==> src/rtl/mtim_pkg.sv <==
// Package: shared offsets, control-field layout and byte-lane helper for the timer.
// Assumes: 32-bit register words, byte offsets on the bus.
package mtim_pkg;

    localparam logic [7:0] OFS_CTL  = 8'h00;
    localparam logic [7:0] OFS_CNT  = 8'h04;
    localparam logic [7:0] OFS_MOD  = 8'h08;
    localparam logic [7:0] OFS_INIT = 8'h4C;

    localparam int PS_W       = 3;
    localparam int SRC_LSB    = 3;
    localparam int IE_BIT     = 6;
    localparam int FLAG_BIT   = 7;
    localparam logic [1:0] SRC_RUN = 2'd1;

    // Control word held in the block, packed in register bit order (bit 5 unused).
    typedef struct packed {
        logic            flag;
        logic            ie;
        logic [1:0]      src;
        logic [PS_W-1:0] ps;
    } ctl_t;

    // Reverse byte order of a 32-bit word.
    function automatic logic [31:0] swap_bytes(input logic [31:0] d);
        return {d[7:0], d[15:8], d[23:16], d[31:24]};
    endfunction

endpackage

==> src/rtl/mtim_lanes.sv <==
// Byte-lane adapter: passes register data straight through or byte-reversed.
// Assumes: the variant is fixed at elaboration by BIG_ENDIAN.
module mtim_lanes #(
    parameter bit BIG_ENDIAN = 1'b0
) (
    input  logic [31:0] wdata_ext,
    output logic [31:0] wdata_int,
    input  logic [31:0] rdata_int,
    output logic [31:0] rdata_ext
);
    import mtim_pkg::*;

    generate
        if (BIG_ENDIAN) begin : g_swap
            // Reverse bytes in both directions.
            assign wdata_int = swap_bytes(wdata_ext);
            assign rdata_ext = swap_bytes(rdata_int);
        end else begin : g_pass
            // Native order.
            assign wdata_int = wdata_ext;
            assign rdata_ext = rdata_int;
        end
    endgenerate

endmodule

==> src/rtl/mtim_prescaler.sv <==
// Power-of-two prescaler: emits a one-cycle tick every 2^ps_code clocks while run is high.
// Assumes: the divider restarts from zero whenever run is low or clear is pulsed,
// so the first tick after either comes a full period later.
module mtim_prescaler #(
    parameter int PS_W = 3
) (
    input  logic            clk,
    input  logic            rst_n,
    input  logic            run,
    input  logic            clear,
    input  logic [PS_W-1:0] ps_code,
    output logic            tick
);
    localparam int DIV_W = (1 << PS_W) - 1;

    logic [DIV_W-1:0] div_q;
    logic [DIV_W-1:0] mask;

    // Terminal value of the divider: 2^ps_code - 1 as a thermometer mask.
    always_comb begin
        for (int i = 0; i < DIV_W; i++) begin
            mask[i] = (i < int'(ps_code));
        end
    end

    assign tick = run && (div_q == mask);

    // Divider phase: restart on stop, clear or tick, otherwise advance.
    always_ff @(posedge clk) begin
        if (!rst_n) begin
            div_q <= '0;
        end else if (!run || clear || tick) begin
            div_q <= '0;
        end else begin
            div_q <= div_q + 1'b1;
        end
    end

    // with a nonzero code held steady, ticks are never back to back

    tick_spacing_chk: assert property (@(posedge clk) disable iff (!rst_n)
        (tick && ps_code != '0) |=> (!tick || ps_code != $past(ps_code)));

endmodule

==> src/rtl/mtim_counter.sv <==
// Modulo up-counter: advances on tick, reloads the initial value after reaching the
// terminal value, and reports that wrap as a one-cycle pulse.
// Assumes: reload (a count write) has priority over a tick in the same cycle.
module mtim_counter #(
    parameter int CNT_W = 16
) (
    input  logic             clk,
    input  logic             rst_n,
    input  logic             tick,
    input  logic             reload,
    input  logic [CNT_W-1:0] init_val,
    input  logic [CNT_W-1:0] mod_val,
    output logic [CNT_W-1:0] count,
    output logic             wrap
);
    logic [CNT_W-1:0] cnt_q;

    assign count = cnt_q;
    assign wrap  = tick && !reload && (cnt_q == mod_val);

    // Count state: reload, wrap to initial value, or increment.
    always_ff @(posedge clk) begin
        if (!rst_n) begin
            cnt_q <= '0;
        end else if (reload) begin
            cnt_q <= init_val;
        end else if (tick) begin
            cnt_q <= (cnt_q == mod_val) ? init_val : cnt_q + 1'b1;
        end
    end


    wrap_reload_chk: assert property (@(posedge clk) disable iff (!rst_n)
        wrap |=> (count == $past(init_val)));


    hold_without_tick_chk: assert property (@(posedge clk) disable iff (!rst_n)
        (!tick && !reload) |=> $stable(count));


    write_reload_chk: assert property (@(posedge clk) disable iff (!rst_n)
        reload |=> (count == $past(init_val)));

endmodule

==> src/rtl/mtim_top.sv <==
// Timer top: register decode, control/terminal/initial registers, wrap flag and
// interrupt, wired to the prescaler, counter and byte-lane adapter.
// Assumes: one write per strobe cycle; read data is a combinational mux of bus_addr.
module mtim_top #(
    parameter int ADDR_W     = 8,
    parameter int CNT_W      = 16,
    parameter bit BIG_ENDIAN = 1'b0
) (
    input  logic              clk,
    input  logic              rst_n,
    input  logic [ADDR_W-1:0] bus_addr,
    input  logic [31:0]       bus_wdata,
    input  logic              bus_we,
    output logic [31:0]       bus_rdata,
    output logic              irq
);
    import mtim_pkg::*;

    localparam logic [CNT_W-1:0] MOD_RST = '1;

    logic [31:0]      wd;
    logic [31:0]      rd_int;
    ctl_t             ctl_q;
    logic [CNT_W-1:0] mod_q;
    logic [CNT_W-1:0] init_q;
    logic [CNT_W-1:0] count;
    logic             wr_ctl, wr_cnt, wr_mod, wr_init;
    logic             run, tick, wrap;

    mtim_lanes #(.BIG_ENDIAN(BIG_ENDIAN)) u_lanes (
        .wdata_ext (bus_wdata),
        .wdata_int (wd),
        .rdata_int (rd_int),
        .rdata_ext (bus_rdata)
    );

    // Write decode per register offset.
    always_comb begin
        wr_ctl  = bus_we && (bus_addr == ADDR_W'(OFS_CTL));
        wr_cnt  = bus_we && (bus_addr == ADDR_W'(OFS_CNT));
        wr_mod  = bus_we && (bus_addr == ADDR_W'(OFS_MOD));
        wr_init = bus_we && (bus_addr == ADDR_W'(OFS_INIT));
    end

    assign run = (ctl_q.src == SRC_RUN);

    mtim_prescaler #(.PS_W(PS_W)) u_presc (
        .clk     (clk),
        .rst_n   (rst_n),
        .run     (run),
        .clear   (wr_cnt),
        .ps_code (ctl_q.ps),
        .tick    (tick)
    );

    mtim_counter #(.CNT_W(CNT_W)) u_cnt (
        .clk      (clk),
        .rst_n    (rst_n),
        .tick     (tick),
        .reload   (wr_cnt),
        .init_val (init_q),
        .mod_val  (mod_q),
        .count    (count),
        .wrap     (wrap)
    );

    // Control fields written by software (flag handled separately).
    always_ff @(posedge clk) begin
        if (!rst_n) begin
            ctl_q.ps  <= '0;
            ctl_q.src <= '0;
            ctl_q.ie  <= 1'b0;
        end else if (wr_ctl) begin
            ctl_q.ps  <= wd[PS_W-1:0];
            ctl_q.src <= wd[SRC_LSB+1:SRC_LSB];
            ctl_q.ie  <= wd[IE_BIT];
        end
    end

    // Sticky wrap flag: a wrap sets it and wins over a same-cycle clear.
    always_ff @(posedge clk) begin
        if (!rst_n) begin
            ctl_q.flag <= 1'b0;
        end else if (wrap) begin
            ctl_q.flag <= 1'b1;
        end else if (wr_ctl && !wd[FLAG_BIT]) begin
            ctl_q.flag <= 1'b0;
        end
    end

    // Terminal and initial values.
    always_ff @(posedge clk) begin
        if (!rst_n) begin
            mod_q  <= MOD_RST;
            init_q <= '0;
        end else begin
            if (wr_mod)  mod_q  <= wd[CNT_W-1:0];
            if (wr_init) init_q <= wd[CNT_W-1:0];
        end
    end

    // Read mux in native lane order.
    always_comb begin
        rd_int = '0;
        case (bus_addr)
            ADDR_W'(OFS_CTL):  rd_int = {24'b0, ctl_q.flag, ctl_q.ie, 1'b0, ctl_q.src, ctl_q.ps};
            ADDR_W'(OFS_CNT):  rd_int = 32'(count);
            ADDR_W'(OFS_MOD):  rd_int = 32'(mod_q);
            ADDR_W'(OFS_INIT): rd_int = 32'(init_q);
            default:           rd_int = '0;
        endcase
    end

    assign irq = ctl_q.flag && ctl_q.ie;


    wrap_beats_clear_chk: assert property (@(posedge clk) disable iff (!rst_n)
        (wrap && wr_ctl && !wd[FLAG_BIT]) |=> ctl_q.flag);


    flag_clear_chk: assert property (@(posedge clk) disable iff (!rst_n)
        (wr_ctl && !wd[FLAG_BIT] && !wrap) |=> !ctl_q.flag);


    no_write_set_chk: assert property (@(posedge clk) disable iff (!rst_n)
        (!ctl_q.flag && !wrap) |=> !ctl_q.flag);


    irq_on_wrap_chk: assert property (@(posedge clk) disable iff (!rst_n)
        (wrap && ctl_q.ie && !wr_ctl) |=> irq);


    stopped_no_tick_chk: assert property (@(posedge clk) disable iff (!rst_n)
        !run |-> !tick);

endmodule

==> config.mk <==
export PLATFORM = sky130hd
export DESIGN_NAME = mtim_top
export DESIGN_NICKNAME = d
export VERILOG_FILES = /design/src/rtl/mtim_pkg.sv /design/src/rtl/mtim_lanes.sv /design/src/rtl/mtim_prescaler.sv /design/src/rtl/mtim_counter.sv /design/src/rtl/mtim_top.sv
export SDC_FILE = /design/constraint.sdc
export NUM_CORES = 1
export LEC_CHECK = 0
export BUFFER_PORTS_ARGS = -buffer_cell sky130_fd_sc_hd__buf_4
export CAP_MARGIN = 10
export CORE_ASPECT_RATIO = 1.75
export CORE_MARGIN = 5
export CORE_UTILIZATION = 45
export CTS_CLUSTER_SIZE = 12
export DETAILED_ROUTE_END_ITERATION = 8
export PLACE_DENSITY_LB_ADDON = 0.3
export SLEW_MARGIN = 10
export SYNTH_ARGS = -nofsm -noshare
export SYNTH_HDL_FRONTEND = slang
export SYNTH_HIERARCHICAL = 1
export SYNTH_SLANG_ARGS = --single-unit
export TNS_END_PERCENT = 5
==> constraint.sdc <==
create_clock -name clk -period 3 [get_ports clk]
set_input_delay 0.45 -clock clk [delete_from_list [all_inputs] [get_ports clk]]
set_output_delay 0.45 -clock clk [all_outputs]
set_load 0.01 [all_outputs]
==> impl_metrics.env <==
export IMPL_grt_pass1_vias=3624
export IMPL_drc=0
export IMPL_final_period_utilization_pct=91.4
export IMPL_vdd_drop_max_mv=0.273
export IMPL_syn2layout_area_growth_pct=7.39
export IMPL_crit_type="reg2reg"
export IMPL_grt_ovfl_total=0
export IMPL_rows=46
export IMPL_min_period_ns=2.74
export IMPL_antenna_found_initial=0
export IMPL_grt_max_degree=70
export IMPL_wirelength_um=11700
export IMPL_worst_ep_arrival_time_ns=3.00
export IMPL_rsz0062_at_grt="no"
export IMPL_worstSkewPairLatency_ns=0.33
export IMPL_relSlewSlack_pct=24.0
export IMPL_timing_fmax_mhz=365
export IMPL_drive_gt1_share_pct=17.0
export IMPL_cts_root_buf="clkbuf_16"
export IMPL_syn_area_um2=4230
export IMPL_slowest_stage="or4_1"
export IMPL_report_final_slew_viol_count=0
export IMPL_die_y_um=138
export IMPL_ios=76
export IMPL_routedWlPerCell_um=18.9
export IMPL_crit_fanout=12
export IMPL_num_vias=3724
export IMPL_cts_resized=0
export IMPL_total_power_mw=2.04
export IMPL_dieArea_um2=11500
export IMPL_dpl_cell_area_um2=4260
export IMPL_hpwl_um=8390
export IMPL_ctsHoldBuffers=0
export IMPL_cts_buffers=9
export IMPL_hold_viol=0
export IMPL_nets=540
export IMPL_clock_skew_ns=0.00437
export IMPL_yosysWarnings=6
export IMPL_synth_cells=503
export IMPL_hold_class="in2reg"
export IMPL_power_density_nw_per_um2=448
export IMPL_fin_tns_setup_ns=0
export IMPL_clockBufferDepth=2
export IMPL_htree_levels=3
export IMPL_die_w_um=83.3
export IMPL_port_buffers=43
export IMPL_core_area_um2=9150
export IMPL_status="finished, final reports clean"
export IMPL_antenna_left=0
export IMPL_crit_chain="or3_1 -> o31a_1 -> a22oi_4 -> and2_1 -> inv_1 -> or4_1 -> nand2_1 -> a222oi_1 -> a21oi_1"
export IMPL_grt_pass1_wl_um=18700
export IMPL_diodes=0
export IMPL_avgSynthCellArea_um2=8.41
export IMPL_crit_required_ns=3.26
export IMPL_cp_end_kind="register"
export IMPL_fill_cells=904
export IMPL_drv_cap=0
export IMPL_viasPerCell=6.01
export IMPL_final_common_cell="dfxtp_1"
export IMPL_tightest_slew_ns=1.13
export IMPL_layout_common_cells="62 x dfxtp_1, 59 x nand2_1, 55 x buf_4"
export IMPL_max_stage_delay_ns=0.54
export IMPL_drtIter0Drc=297
export IMPL_gp_congestion=0.840
export IMPL_path_clk_slew_ns=0.05
export IMPL_cts_tree="yes"
export IMPL_p_leak_nw=1.58
export IMPL_crit_path_start_kind="register"
export IMPL_first_pass_iters=5
export IMPL_setup_viol=0
export IMPL_track_usage_pct=20.1
export IMPL_clock_sinks=62
export IMPL_start_util_pct=46.2
export IMPL_postCtsSetupBuffers=0
export IMPL_final_area_um2=4540
==> area by class of cell <==
cell class	instances	area, um^2	area share, %
Multi-Input combinational cell	361	2430	53.5
Sequential cell	62	1240	27.3
Timing Repair Buffer	55	413	9.09
Clock buffer	12	236	5.21
Tap cell	120	150	3.30
Clock inverter	4	47.5	1.05
Inverter	6	22.5	0.496
==> worst paths after layout <==
check | from | end | slack (ns) | depth (start not counted)
worst min-delay path | bus_wdata[11] | init_q[11] | 0.38 | 3
worst min register to register | ctl_q[2] | ctl_q[2] | 0.48 | 2
worst max-delay path | ctl_q[1] | u_cnt/count[8] | 0.26 | 9
worst max register to register | ctl_q[1] | u_cnt/count[8] | 0.26 | 9
==> flip-flops by register name (all words and copies together), names as in the netlist <==
name and flops:
u_cnt/count 16, mod_q 16, init_q 16, ctl_q 7, u_presc/div_q 7
==> stage by stage <==
| step | hold slack [ns] | setup WS [ns] | std cells | utilization [%] |
|---|---|---|---|---|
| 6_report | 0.379 | 0.258 | 620 | 49.6 |
| 3_5_place_dp | 0.482 | 0.210 | 604 | 46.5 |
| 3_3_place_gp | 0.466 | 0.244 | 604 | 46.5 |
| 2_1_floorplan | 0.442 | 0.245 | 518 | - |
| 4_1_cts | 0.371 | 0.284 | 620 | 49.6 |
| 5_1_grt | 0.381 | 0.102 | 620 | 49.6 |
==> worst max-delay path, delay by kind of cell (launching register included) <==
kind | cells | cell delay (ns)
simple gates | 4 | 1.20
buf+inv | 1 | 0.19
compound gates | 4 | 0.85
flops | 1 | 0.42
==> power breakdown <==
| group | switching, mW | internal (mW) | total, mW |
|---|---|---|---|
| clock network | 0.375 | 0.640 | 1.01 |
| logic | 0.0954 | 0.0666 | 0.162 |
| registers | 0.0243 | 0.835 | 0.860 |
| total | 0.494 | 1.54 | 2.04 |
==> metal layers <==
metal / global-route usage, % / vias to the layer above / share of wire (%) / wire, um
li1: - / 1785 / - / -
met1: 22.9 / 1778 / 40 / 4660
met2: 34.1 / 127 / 50 / 5890
met3: 3.69 / 34 / 4.5 / 523
met4: 13.0 / 0 / 5.6 / 656
met5: 0 / - / 0 / 0
(Power assumes the default switching activity.)
